File: config.mk
export PLATFORM = sky130hd
export DESIGN_NAME = stage_ctl
export DESIGN_NICKNAME = d
export VERILOG_FILES = /design/src/rtl/stage_ctl_pkg.sv /design/src/rtl/stage_skid_fifo.sv /design/src/rtl/stage_ctl_fsm.sv /design/src/rtl/stage_ctl.sv
export SDC_FILE = /design/constraint.sdc
export NUM_CORES = 1
export LEC_CHECK = 0
export ABC_AREA = 1
export BUFFER_PORTS_ARGS = -buffer_cell sky130_fd_sc_hd__buf_2
export CORE_ASPECT_RATIO = 1.75
export CORE_MARGIN = 4
export CORE_UTILIZATION = 57
export CTS_CLUSTER_SIZE = 14
export DETAILED_ROUTE_END_ITERATION = 10
export PLACE_DENSITY = 0.81
export SYNTH_ARGS = -nofsm -noshare
export SYNTH_HDL_FRONTEND = slang
export SYNTH_SLANG_ARGS = --single-unit
File: constraint.sdc
create_clock -name clk -period 6.7 [get_ports clk]
set_input_delay 0.335 -clock clk [delete_from_list [all_inputs] [get_ports clk]]
set_output_delay 0.335 -clock clk [all_outputs]
set_load 0.05 [all_outputs]
File: src/rtl/stage_ctl_pkg.sv
package stage_ctl_pkg;

    typedef enum logic [2:0] {
        M_IDLE = 3'd0,
        M_RUN  = 3'd1,
        M_BLK  = 3'd2,
        M_UNB  = 3'd3,
        M_SQ   = 3'd4
    } mode_e;

    // control decisions taken by the mode logic in one cycle
    typedef struct packed {
        logic push;
        logic pop;
        logic flush;
        logic fwd_in;
        logic fwd_skid;
        logic stall;
        logic step;
        logic stop;
    } ctl_t;

    function automatic logic squash_req(input logic sq, input logic rob);
        return sq | rob;
    endfunction

endpackage

File: src/rtl/stage_skid_fifo.sv
module stage_skid_fifo #(
    parameter int W     = 32,
    parameter int DEPTH = 4,
    localparam int AW   = (DEPTH > 1) ? $clog2(DEPTH) : 1,
    localparam int CW   = $clog2(DEPTH + 1)
) (
    input  logic          clk,
    input  logic          rst,
    input  logic          push,
    input  logic [W-1:0]  push_data,
    input  logic          pop,
    input  logic          flush,
    output logic [W-1:0]  head_data,
    output logic [CW-1:0] count
);
    logic [W-1:0]  mem [DEPTH];
    logic [AW-1:0] rd_ptr, wr_ptr;

    function automatic logic [AW-1:0] nxt_ptr(input logic [AW-1:0] p);
        return (p == AW'(DEPTH - 1)) ? '0 : p + AW'(1);
    endfunction

    always_ff @(posedge clk) begin
        if (rst || flush) begin
            rd_ptr <= '0;
            wr_ptr <= '0;
            count  <= '0;
        end else begin
            if (push) wr_ptr <= nxt_ptr(wr_ptr);
            if (pop)  rd_ptr <= nxt_ptr(rd_ptr);
            count <= count + CW'(push) - CW'(pop);
        end
    end

    always_ff @(posedge clk) begin
        if (!flush && push) mem[wr_ptr] <= push_data;
    end

    assign head_data = mem[rd_ptr];
endmodule

File: src/rtl/stage_ctl_fsm.sv
module stage_ctl_fsm
    import stage_ctl_pkg::*;
#(
    parameter int DEPTH = 4,
    localparam int CW   = $clog2(DEPTH + 1)
) (
    input  mode_e         mode,
    input  logic          cmt_stall,
    input  logic          cmt_squash,
    input  logic          rob_squashing,
    input  logic          iq_full,
    input  logic          bnd_valid,
    input  logic [CW-1:0] count,
    output mode_e         mode_nxt,
    output ctl_t          ctl
);
    logic sq_any;
    logic cnt_zero;

    assign sq_any   = squash_req(cmt_squash, rob_squashing);
    assign cnt_zero = (count == '0);

    always_comb begin
        mode_nxt = mode;
        ctl      = '0;
        unique case (mode)
            M_IDLE, M_RUN: begin
                if (sq_any) begin
                    mode_nxt  = M_SQ;
                    ctl.flush = 1'b1;
                end else if (cmt_stall) begin
                    mode_nxt = M_BLK;
                    ctl.push = bnd_valid;
                end else if (bnd_valid && iq_full) begin
                    mode_nxt = M_BLK;
                    ctl.push = 1'b1;
                end else begin
                    ctl.fwd_in = bnd_valid;
                    if (bnd_valid) mode_nxt = M_RUN;
                end
            end
            M_BLK: begin
                ctl.stall = 1'b1;
                if (sq_any) begin
                    mode_nxt  = M_SQ;
                    ctl.flush = 1'b1;
                end else begin
                    ctl.push = bnd_valid;
                    if (!cmt_stall && !iq_full) mode_nxt = M_UNB;
                end
            end
            M_UNB: begin
                ctl.stall = (count > CW'(1));
                if (sq_any) begin
                    mode_nxt  = M_SQ;
                    ctl.flush = 1'b1;
                end else if (cmt_stall) begin
                    mode_nxt = M_BLK;
                    ctl.push = bnd_valid;
                end else begin
                    ctl.pop      = !cnt_zero;
                    ctl.fwd_skid = !cnt_zero;
                    ctl.push     = bnd_valid;
                    if (count <= CW'(1) && !bnd_valid) mode_nxt = M_RUN;
                end
            end
            M_SQ: begin
                if (sq_any) begin
                    ctl.step = 1'b1;
                end else begin
                    ctl.stop = 1'b1;
                    mode_nxt = M_RUN;
                end
            end
            default: mode_nxt = M_IDLE;
        endcase
    end
endmodule

File: src/rtl/stage_ctl.sv
module stage_ctl
    import stage_ctl_pkg::*;
#(
    parameter int BUNDLE_W = 32,
    parameter int DEPTH    = 4,
    parameter int FREE_W   = 5,
    localparam int CW      = $clog2(DEPTH + 1)
) (
    input  logic                clk,
    input  logic                rst,
    input  logic                cmt_stall_i,
    input  logic                cmt_squash_i,
    input  logic                rob_squashing_i,
    input  logic                iq_full_i,
    input  logic [FREE_W-1:0]   iq_free_i,
    input  logic                bnd_valid_i,
    input  logic [BUNDLE_W-1:0] bnd_data_i,
    output logic                stall_o,
    output logic [FREE_W-1:0]   free_o,
    output logic                fwd_valid_o,
    output logic [BUNDLE_W-1:0] fwd_data_o,
    output logic                sq_step_o,
    output logic                sq_stop_o,
    output logic [2:0]          mode_o
);
    mode_e             mode_q, mode_d;
    ctl_t              ctl;
    logic [CW-1:0]     cnt_w;
    logic [BUNDLE_W-1:0] head_w;
    logic              push_w, pop_w;

    stage_ctl_fsm #(.DEPTH(DEPTH)) u_fsm (
        .mode          (mode_q),
        .cmt_stall     (cmt_stall_i),
        .cmt_squash    (cmt_squash_i),
        .rob_squashing (rob_squashing_i),
        .iq_full       (iq_full_i),
        .bnd_valid     (bnd_valid_i),
        .count         (cnt_w),
        .mode_nxt      (mode_d),
        .ctl           (ctl)
    );

    assign push_w = ctl.push;
    assign pop_w  = ctl.pop;

    stage_skid_fifo #(.W(BUNDLE_W), .DEPTH(DEPTH)) u_skid (
        .clk       (clk),
        .rst       (rst),
        .push      (push_w),
        .push_data (bnd_data_i),
        .pop       (pop_w),
        .flush     (ctl.flush),
        .head_data (head_w),
        .count     (cnt_w)
    );

    always_ff @(posedge clk) begin
        if (rst) mode_q <= M_IDLE;
        else     mode_q <= mode_d;
    end

    assign stall_o     = ctl.stall;
    assign free_o      = iq_free_i;
    assign fwd_valid_o = ctl.fwd_in | ctl.fwd_skid;
    assign fwd_data_o  = ctl.fwd_skid ? head_w : bnd_data_i;
    assign sq_step_o   = ctl.step;
    assign sq_stop_o   = ctl.stop;
    assign mode_o      = mode_q;
endmodule

* Word level (Yosys, flattened, before mapping)
Memories as Yosys holds them, arrays and structs flattened. A register that Yosys moved wholly into a read port is not among the register bits. Cells that the tools add are included.
Storage, ports and cells: flip-flop bits (word level) 10, bits in writable memories 128, bits of input ports 44, output and inout bits 44, word-level logic and storage cells 75, memories 1
Memory list:
- u_skid.mem | words 4, width 32, read ports 1, clocked after Yosys merged registers in 1, write ports 1, line stage_skid_fifo.sv:16 | logic [W-1:0] mem [DEPTH];
Cells by class: $add $sub $neg 4, magnitude comparators 2, eq/ne operators 10, muxes and demuxes 37, bitwise operators 2, reduce and logical (&&, ||, !) cells 15
Operators with widths (count):
- 32-bit 2-to-1 mux | 1
- 3-bit 2-to-1 mux | 10
- 1-bit 2-to-1 mux | 17
- 2-bit 2-to-1 mux | 6
- 3-bit one-hot mux with 4 select lines | 1
- 3-bit by 2-bit equality test with 1-bit output, second input constant | 2
- 3-bit logical NOT | 2
- 1-bit logical NOT | 5
- 5-bit by 3-bit inequality test with 1-bit output, second input constant | 1
- 2-bit by 1-bit adder with 2-bit output, second input constant | 2
- 2-bit equality test, second input constant | 2
- 1-bit logical AND | 4
- 4-bit by 2-bit inequality test with 1-bit output, second input constant | 1
- 4-bit AND reduction | 1
- 4-bit OR reduction | 1
- 3-bit by 1-bit adder with 3-bit output | 1
- 3-bit by 1-bit equality test with 1-bit output, second input constant | 1
- 3-bit equality test, second input constant | 1
- 3-bit by 1-bit > comparator with 1-bit output, second input constant | 1
- 3-bit by 1-bit less-or-equal comparator with 1-bit output, second input constant | 1
- 3-bit by 1-bit inequality test with 1-bit output, second input constant | 1
- 1-bit one-hot mux with 3 select lines | 1
- 3-bit by 1-bit subtractor with 3-bit output | 1
- 2-bit inequality test, second input constant | 1
- 4 further kinds | 5

* Longest topological paths before layout
Gate-level depths: netlist (run 1).
depth after elaboration 8, gate-level depth with buffers 13

* Modules after synthesis
From an unflattened synthesis (run 1), not the netlist that was laid out.
Unflattened totals: cell total of the unflattened synthesis 592, area, all modules 6283.5 µm²
Modules (own cells, without submodules):
- stage_skid_fifo | times used 1, cells an instance 430, area an instance 5519.0 µm², seq. area each 4023.9 µm²
- stage_ctl | times used 1, cells an instance 119, area an instance 560.5 µm², seq. area each 60.1 µm²
- stage_ctl_fsm | times used 1, cells an instance 43, area an instance 203.9 µm², seq. area each 0.0 µm²

* Worst setup path after synthesis (run 1)
Ideal clock, no wire load.
kind register to register, start register mode_q[1], in the netlist mode_o[1], end memory u_skid.mem[3][0] (enable), data arrival time 2.463 ns, data required time 6.279 ns, path slack 3.816 ns, stages on the path, launching flop included 5, path buffers 0, clock period less this slack 2.884 ns, path through dfxtp_1 > nor2_1 > nor3_2 > inv_2 > nor2_1
On the way: word-level cells in the longest chain between the ends 7, elaborated cells between the ends (all ways) 12, those cells by class eq/ne: 3; mux: 4; reduce/logical: 5
RTL lines:
- from (decl) | line stage_ctl.sv:26 | mode_e mode_q, mode_d;
- from (signal assigned) | line stage_ctl.sv:60 | else mode_q <= mode_d;
- 3-bit by 1-bit equality test with 1-bit output, or another cell as far along | line stage_ctl_fsm.sv:26 | unique case (mode)
- 4-bit OR reduction (no line)
- 1-bit 2-to-1 mux
- 1-bit logical NOT | line stage_skid_fifo.sv:36 | if (!flush && push) mem[wr_ptr] <= push_data;
- 1-bit logical AND (*) | line stage_skid_fifo.sv:36
- 1-bit 2-to-1 mux (*) | line stage_skid_fifo.sv:36
- 1-bit 2-to-1 mux (not written as such) (*) | line stage_skid_fifo.sv:36
- to (decl) | line stage_skid_fifo.sv:16
Every way passes the cells marked *; elsewhere a longest branch is shown, timed or not.

==> reports/results.txt, run 1 <==
outcome: completed
critical path type: reg -> out
Final Worst Setup Slack: 3.49 ns
Worst Clk Skew: 0.00639 ns
final WL: 13,000 um
pwr/cell area: 286 mW/mm^2
Tcrit/Tclk final: 47.8%
sequential fraction of the synthesis area: 68.4%
crit path time final: 3.21 ns
DR pass1 iterations: 5
gate count of the mapped netlist: 534
CTS buffer count: 17
die area: 0.0122 mm^2
metal3 WL: 957 um
die height: 143 um
core footprint: 0.0102 mm^2
top cells by area, synth: edfxtp_1, nor2_1, o21ai_0
initial antenna violation count: 0
Post-synth top cells: nor2_1, edfxtp_1, o21ai_0
Synth Warn #: 0
hold crit path type: in -> reg
std cell rows: 49
post-route ant nets: 0
area delta synth->final: 15.9%
FF-to-FF Start: mode_o[1]$_SDFFE_PP0P_
hold wc startpoint: rst
Reg2Reg Setup Slack: 4.10 ns
Post-CTS Setup Bufs: 0
mapped cell area: 0.00597 mm^2
Fin. Hold Viols: 0
WL/cell: 17.6 um
initial core utilization: 58.4%
H-Tree Depth: 4
clock sinks: 140
Final setup viols: 0
share of cells above drive strength 1: 19.1%
Net Count, Synth: 587
fin. max-slew vios: 0
Worst-path clk slew: 0.05 ns
Worst Path Required: 6.36 ns
R2R depth: 10
hold_buf cts: 0
chip width: 85.4 um
Leakage: 2.55 nW
Overflow after GRT: 0
first-pass GRT wire length: 20,300 um
max-cap viol count: 0
crit path DAT: 2.87 ns
met2 routed WL: 7020 um
CTS tree: yes
count of different cell masters after synthesis: 29
Root Driver: clkbuf_16
Place WS: 3.63 ns
Highest Signal Layer: met4
count leader, synth: nor2_1
largest net degree at the start of global routing: 69
top-area cell type share of the netlist area: 64.3%
worst hold path depth: 2
Slew HR: 17.2%
Hold Path Sink: mode_o[1]$_SDFFE_PP0P_
final setup TNS: 0 ns
post_cts resized: 0
Metal-1 WL: 4760 um
Synth Area per Inst: 11.2 um^2
CP endpoint kind: output pin
ys flop type: edfxtp_1
Max rail drop VDD: 0.195 mV
nets: 651
Worst-Skew Late Latency: 0.41 ns
unrepaired setup endpoints after global routing: false
dpl hpwl: 7450 um
# IOs: 88
CP startpoint kind: flop
f_max: 312 MHz
FFs w/ async S/R, synth: 0%
RR Endpoint: u_skid.count[2]$_SDFF_PP0_
DRT iter0 DRCs: 393
port bufs: 77
DRC viols: 0
routability cong.: 0.845
total track usage: 21.7%
routed vias: 4,222
worst slew pin tran: 1.24 ns
leading area contributor after synthesis: edfxtp_1
number of global-route vias before repair: 4,251
maximum fanout along the worst path: 33
synthesized flop and latch total: 140
Fillers: 737
vias per cell: 5.71
CTS max path bufs: 2
EDFF count, synth: 128
cells in the final DEF, fill, tap and decap left out:
cell	instances
dfxtp_2	1
fa_1	1
clkinv_2	4
inv_4	1
clkinv_1	4
ha_1	8
diode_2	1
nor2_4	5
inv_2	3
buf_2	77
or2_2	1
nor2_1	177
o21ai_0	65
a211oi_1	1
o31ai_1	1
bufinv_16	3
clkbuf_1	4
inv_1	22
nand2_1	16
a31oi_1	32
o21ai_1	6
a21oi_1	4
buf_4	2
nor3b_1	1
nor3_2	1
dfxtp_1	11
nand2_2	1
nand3_1	10
edfxtp_1	128
clkbuf_16	17
xor2_1	1
a311oi_1	1
nand3_2	1
o211a_1	1
worst max path at each step:
stage	end	slack, ns
floorplan	u_skid.mem[3][0]$_DFFE_PP_	3.82
global placement	u_skid.count[1]$_SDFF_PP0_	3.78
detailed placement	u_skid.count[1]$_SDFF_PP0_	3.63
CTS	fwd_data_o[22]	3.51
global route	fwd_data_o[22]	3.38
finish	fwd_data_o[22]	3.49
routing by layer:
metal / vias up / global-route usage [%]
li1: 1985 / -
met1: 2010 / 25.1
met2: 202 / 37.0
met3: 25 / 6.08
met4: 0 / 10.4
met5: - / 0
logic make-up (layout without fill, tap and decap cells):
| family | count (synthesis) | in the layout | share of synthesized area, % |
|---|---|---|---|
| flip-flops | 140 | 140 | 68.4 |
| AND/OR/NAND/NOR | 213 | 213 | 14.1 |
| XOR/XNOR | 1 | 1 | 0.147 |
| other | 0 | 1 | 0 |
| AO/OA/AOI/OAI | 111 | 111 | 10.2 |
| adder cells (fa/ha/maj) | 9 | 9 | 2.01 |
| buffers and inverters | 60 | 137 | 5.21 |
stage by stage:
step | hold WS (ns) | total power [mW] | cell area [um^2] | util (%) | cells
2_1_floorplan | 0.404 | 1.07 | 5970 | - | 534
3_3_place_gp | 0.495 | 1.10 | 6350 | 62.1 | 706
3_5_place_dp | 0.506 | 1.10 | 6350 | 62.1 | 706
4_1_cts | 0.111 | 1.98 | 6920 | 67.6 | 738
5_1_grt | 0.139 | 2.03 | 6920 | 67.6 | 738
6_report | 0.138 | 1.98 | 6920 | 67.6 | 739
state kept, by name, summed over array words and instances, names as in the netlist, named ones only:
signal / count
u_skid.mem: 128
mode_o: 3
u_skid.count: 3
u_skid.rd_ptr: 2
u_skid.wr_ptr: 2
critical path, stage by stage, from the launching register on:
cell	delay [ns]
dfxtp_1	0.35
buf_4	0.41
inv_1	0.67
nor2_1	0.28
o21ai_0	0.12
a31oi_1	0.30
buf_2	0.32
final cells by class:
cell class | count | area (um^2) | share of cell area (%)
sequential | 140 | 4090 | 59.0
clock inverter | 11 | 125 | 1.81
multi-input combinational | 334 | 1610 | 23.2
antenna | 1 | 2.50 | 0.0362
inverter | 26 | 100 | 1.45
tap | 127 | 159 | 2.30
timing repair buffer | 79 | 400 | 5.78
clock buffer | 21 | 440 | 6.36
power breakdown:
group | switching (mW) | internal [mW]
clock network | 0.317 | 0.577
logic | 0.0882 | 0.0293
registers | 0.00442 | 0.961
Note: power is estimated with default switching activity, not from simulation.
==> run 2, diff against run 1 <==
Clock period 6.7 ns to 3.33 ns, I/O delays scaled along.
==> run 2 against run 1 <==
  * Power grew 110%
  * Flip-flop and latch count unchanged
  * Clock-buffer cell count decreased by 4
  * Die area unchanged
  * Sequential share of layout area down 3.7 points
  * Cell count rose by 5.5%
  * Worst hold slack got worse by 0.12 ns
  * Register-to-register slack worse by 2.9 ns
  * Highest routed layer unchanged
  * Clock skew up 0.0011 ns
  * Critical path depth shrank 1
==> reports/results.txt, run 2 (same netlist as run 1, synthesis figures left out) <==
outcome: completed
Leakage: 2.76 nW (+8.0%)
CTS tree: yes
CTS buffer count: 17 (unchanged)
share of cells above drive strength 1: 20.7% (+1.5 points)
maximum fanout along the worst path: 39 (+18%)
fin util: 72.1% (+4.5 points)
CP startpoint kind: flop
Final Worst Setup Slack: 0.603 ns (-2.89 ns)
initial core utilization: 58.4% (unchanged)
Crit path largest cell delay: 0.73 ns (+0.06 ns)
DR pass1 iterations: 5 (unchanged)
Largest register FFs: 128 (unchanged)
Post-CTS Setup Bufs: 0 (unchanged)
die area: 0.0122 mm^2 (unchanged)
vias per cell: 5.62 (-1.6%)
total track usage: 23.2% (+1.5 points)
Place WS: 0.800 ns (-2.83 ns)
Worst Clk Skew: 0.00748 ns (+0.00109 ns)
max-cap viol count: 0 (unchanged)
register bank with the most flops: u_skid.mem
Power, Total: 4.16 mW (+110%)
pwr/cell area: 564 mW/mm^2 (+97%)
first-pass GRT wire length: 21,800 um (+7.4%)
f_max: 367 MHz
WL/cell: 17.3 um (-1.6%)
routability cong.: 0.839 (-0.66%)
Worst-Skew Late Latency: 0.42 ns (about the same)
largest net degree at the start of global routing: 40 (-42%)
CP endpoint kind: output pin
placement-stage cell area: 0.00644 mm^2 (+1.4%)
Min Hold Slack: 0.0146 ns (-0.123 ns)
std cell rows: 49 (unchanged)
Max rail drop VDD: 0.627 mV (+220%)
number of placed cells counting well taps: 716 (+1.4%)
crit path time final: 2.73 ns
crit path DAT: 2.56 ns (-0.31 ns)
number of global-route vias before repair: 4,470 (+5.2%)
area delta synth->final: 23.6%
Overflow after GRT: 0 (unchanged)
port bufs: 77 (unchanged)
Slowest cell on crit path: dfxtp_2
DRT iter0 DRCs: 376 (-4.3%)
Root Driver: clkbuf_16
nets: 693 (+6.5%)
fin. max-slew vios: 0 (unchanged)
chip width: 85.4 um (unchanged)
Cell Chain, Critical Path: inv_2 > buf_4 > o21ai_0 > a31oi_1 > buf_2
Worst path top cell family by delay: buffers and inverters
core footprint: 0.0102 mm^2 (unchanged)
die height: 143 um (unchanged)
Worst-path clk slew: 0.06 ns (about the same)
commonest non-fill, non-tap cells in the layout: nor2_1, edfxtp_1, buf_2
DRC viols: 0 (unchanged)
routed vias: 4,386 (+3.9%)
most common cell after layout, fill and taps aside: nor2_1
H-Tree Depth: 4 (unchanged)
clock sinks: 140 (unchanged)
post-route ant nets: 0 (unchanged)
final WL: 13,500 um (+3.8%)
Final Non-Filler Cells: 780 (+5.5%)
CTS max path bufs: 2 (unchanged)
# IOs: 88 (unchanged)
critical path type: reg -> out
worst slew pin tran: 0.684 ns (-0.557 ns)
hold crit path type: in -> reg
Final setup viols: 0 (unchanged)
initial antenna violation count: 0 (unchanged)
final setup TNS: 0 ns (unchanged)
Fin. Hold Viols: 0 (unchanged)
Tcrit/Tclk final: 81.9%
final instance area: 0.00738 mm^2 (+6.7%)
Slew HR: 54.3% (+37 points)
unrepaired setup endpoints after global routing: false
dpl hpwl: 8150 um (+9.4%)
Worst Path Required: 3.16 ns (-3.20 ns)
Worst Path Buf+Inv: 3 (unchanged)
antenna cells: 0 (-1)
-- run 2: cell types whose count changed in the layout (fill, tap and decap cells not counted), moves of 2 or more --
cell	before	now
clkbuf_1	4	0
inv_6	0	2
dlygate4sd3_1	0	32
buf_4	2	11
clkinv_1	4	0
clkinvlp_4	0	4
-- run 2: power by group --
part | switching [mW] | leakage (nW) | internal (mW)
Sequential | 0.00908 | 1.25 | 1.93
Combinational | 0.184 | 1.21 | 0.0842
Clock | 0.701 | 0.295 | 1.25
Total | 0.894 | 2.76 | 3.27
-- run 2: worst paths after layout --
path,slack (ns),depth (start not counted),end,from
setup reg to reg,1.16,9,u_skid.count[2]$_SDFF_PP0_,mode_o[1]$_SDFFE_PP0P_
setup / recovery,0.60,5,fwd_data_o[8],flop
hold reg to reg,0.57,2,flop,u_skid.rd_ptr[1]$_SDFFE_PP0N_
hold / removal,0.01,1,u_skid.mem[0][24]$_DFFE_PP_,bnd_data_i[24]
-- run 2: layout make-up --
cell class	instances	area (um^2)
well taps	127	159
multi-input cells	334	1610
fillers	675	2860
inverters	26	100
clock inverters	15	196
flip-flops and latches	140	4090
clock buffers	17	425
repair buffers	121	808
-- run 2: worst register-to-register path: cells and delay by family, from the launching register on --
kind                       cells  cell delay, ns
buffers and inverters          2            0.19
adders and majority gates      3            0.87
xor gates and xnor gates       1            0.16
and+or+nand+nor                3            0.33
DFF                            1            0.50
-- run 2: repair_timing --
item | 4_1_cts | 5_1_grt
resized for setup | 0 | 0
hold buffers | 32 | 0
endpoints found under the hold margin | 126 | 0
-- run 2: routing by layer --
metal | global-route usage, % | routed length (um) | vias to the layer above
met5 | 0 | 0 | -
met4 | 10.2 | 318 | 0
met2 | 41.4 | 7200 | 186
met3 | 5.91 | 892 | 32
li1 | - | - | 2070
met1 | 26.0 | 5090 | 2098
==> run 3, diff against run 2 <==
Clock period 3.33 ns to 2.72 ns, I/O delays scaled along.
==> run 3 against run 2 <==
  * Sequential share of layout area rose by 0.26 points
  * First-iteration DRC count fell by 4.8%
  * Final area fell by 0.47%
  * Global-route usage rose by 0.057 points
  * Core utilization fell by 0.34 points
  * Non-clock buffer count rose by 1
  * Largest power group is now sequential cells
==> reports/results.txt, run 3 (same netlist as run 1, synthesis figures left out) <==
FF-to-FF Start: mode_o[1]$_SDFFE_PP0P_
antenna cells: 0 (unchanged)
initial antenna violation count: 0 (unchanged)
first-pass GRT wire length: 21,500 um (-1.4%)
CP startpoint kind: flop
Worst-Skew Late Latency: 0.41 ns (about the same)
Leakage: 2.74 nW (-0.68%)
area delta synth->final: 23.0%
port bufs: 77 (unchanged)
CTS buffer count: 17 (unchanged)
placement-stage cell area: 0.00645 mm^2 (+0.19%)
CTS tree: yes
Tcrit/Tclk final: 95.2%
number of global-route vias before repair: 4,313 (-3.5%)
std cell rows: 49 (unchanged)
Final Non-Filler Cells: 781 (+0.13%)
crit path launch: mode_o[1]$_SDFFE_PP0P_
Slew HR: 41.6% (-13 points)
critical path type: reg -> out
maximum fanout along the worst path: 26 (-33%)
Worst Clk Skew: 0.00463 ns (-0.00285 ns)
unrepaired setup endpoints after global routing: false
clock sinks: 140 (unchanged)
die area: 0.0122 mm^2 (unchanged)
Worst Path Buf+Inv: 3 (unchanged)
WL/cell: 17.5 um (+1.3%)
most common cell after layout, fill and taps aside: nor2_1
share of cells above drive strength 1: 20.2% (-0.49 points)
hold crit path type: in -> reg
crit path time final: 2.59 ns
initial core utilization: 58.4% (unchanged)
Root Driver: clkbuf_16
final setup TNS: 0 ns (unchanged)
nets: 694 (+0.14%)
Crit path largest cell delay: 0.47 ns (-0.26 ns)
vias per cell: 5.65 (+0.49%)
DRT iter0 DRCs: 358 (-4.8%)
Worst-path clk slew: 0.05 ns (about the same)
routed vias: 4,413 (+0.62%)
routability cong.: 0.958 (+14%)
Fin. Hold Viols: 0 (unchanged)
hold wc startpoint: cmt_squash_i
Worst Path Required: 2.58 ns (-0.58 ns)
Cell Chain, Critical Path: nand3_2 > nor2_4 > nand2_2 > inv_4 > buf_4 > nor2_1 > a31oi_1 > clkbuf_4
commonest non-fill, non-tap cells in the layout: nor2_1, edfxtp_1, buf_2
crit path DAT: 2.45 ns (-0.11 ns)
Largest register FFs: 128 (unchanged)
DRC viols: 0 (unchanged)
fin. max-slew vios: 0 (unchanged)
CP endpoint kind: output pin
number of placed cells counting well taps: 716 (unchanged)
H-Tree Depth: 4 (unchanged)
post-route ant nets: 0 (unchanged)
final instance area: 0.00735 mm^2 (-0.47%)
Max rail drop VDD: 0.542 mV (-13%)
Slowest cell on crit path: dfxtp_1
final WL: 13,700 um (+1.4%)
dpl hpwl: 7860 um (-3.5%)
chip width: 85.4 um (unchanged)
outcome: completed
Overflow after GRT: 0 (unchanged)
Fillers: 659 (-2.4%)
f_max: 386 MHz
core footprint: 0.0102 mm^2 (unchanged)
# IOs: 88 (unchanged)
Worst path top cell family by delay: buffers and inverters
largest net degree at the start of global routing: 65 (+63%)
CTS max path bufs: 2 (unchanged)
die height: 143 um (unchanged)
register bank with the most flops: u_skid.mem
pwr/cell area: 662 mW/mm^2 (+18%)
total track usage: 23.3% (+0.057 points)
Final setup viols: 0 (unchanged)
max-cap viol count: 0 (unchanged)
worst slew pin tran: 0.875 ns (+0.192 ns)
DR pass1 iterations: 5 (unchanged)
==> run 3: cell types whose count changed in the layout (fill, tap and decap cells not counted), sizes merged <==
cell / change
clkinv: +4
inv: -2
bufinv: -2
dlygate4sd3: +1
clkbuf: +2
buf: -1
clkinvlp: -1
==> run 3: final timing paths <==
| path | end | slack [ns] | cells after the start |
|---|---|---|---|
| worst max-delay path | fwd_data_o[8] | 0.13 | 8 |
| worst max register to register | u_skid.count[2]$_SDFF_PP0_ | 0.43 | 10 |
| worst min register to register | u_skid.wr_ptr[1]$_SDFFE_PP0P_ | 0.56 | 2 |
| worst min-delay path | mode_o[2]$_SDFFE_PP0P_ | 0.22 | 4 |
==> run 3: per-stage QoR <==
| step | hold slack, ns | setup slack [ns] | util [%] | power [mW] |
|---|---|---|---|---|
| 6_report | 0.218 | 0.130 | 71.8 | 4.87 |
| 5_1_grt | 0.223 | 0.00774 | 71.8 | 5.02 |
| 4_1_cts | 0.000680 | 0.139 | 71.6 | 4.88 |
| 3_5_place_dp | 0.273 | 0.396 | 63.0 | 2.71 |
| 3_3_place_gp | 0.273 | 0.571 | 63.0 | 2.70 |
| 2_1_floorplan | 0.205 | -0.164 | - | 2.63 |
==> run 3: cell type report <==
type                       instances  area (um^2)  area share (%)
sequential                       140         4090            55.6
tap                              127          159            2.16
timing repair buffer             122          837            11.4
clock inverter                    14          129            1.75
multi-input combinational        334         1610            21.9
clock buffer                      18          429            5.84
inverter                          26          100            1.36
==> run 3: power by group <==
part           internal, mW  total [mW]  switching, mW
Sequential             2.37        2.38         0.0109
Clock                  1.33        2.16          0.827
Combinational         0.105       0.333          0.228
==> run 3: what timing repair did <==
| action | CTS | global route |
|---|---|---|
| endpoints found under the setup margin | 0 | 5 |
| buffers inserted | 0 | 0 |
| gates resized for setup | 0 | 2 |
| hold buffers | 32 | 1 |
| hold endpoints to repair | 127 | 4 |
==> run 3: per-layer routing <==
metal / track usage [%] / vias up / share of wire [%]
met1: 26.3 / 2104 / 38
met4: 9.76 / 0 / 2.4
met5: 0 / - / 0
li1: - / 2075 / -
met2: 41.7 / 201 / 54
met3: 5.62 / 33 / 6.0
==> run 3: tightest hold or removal path, stage by stage <==
cell,delay [ns]
buf_2,0.07
nor2_1,0.04
buf_4,0.16
a211oi_1,0.16
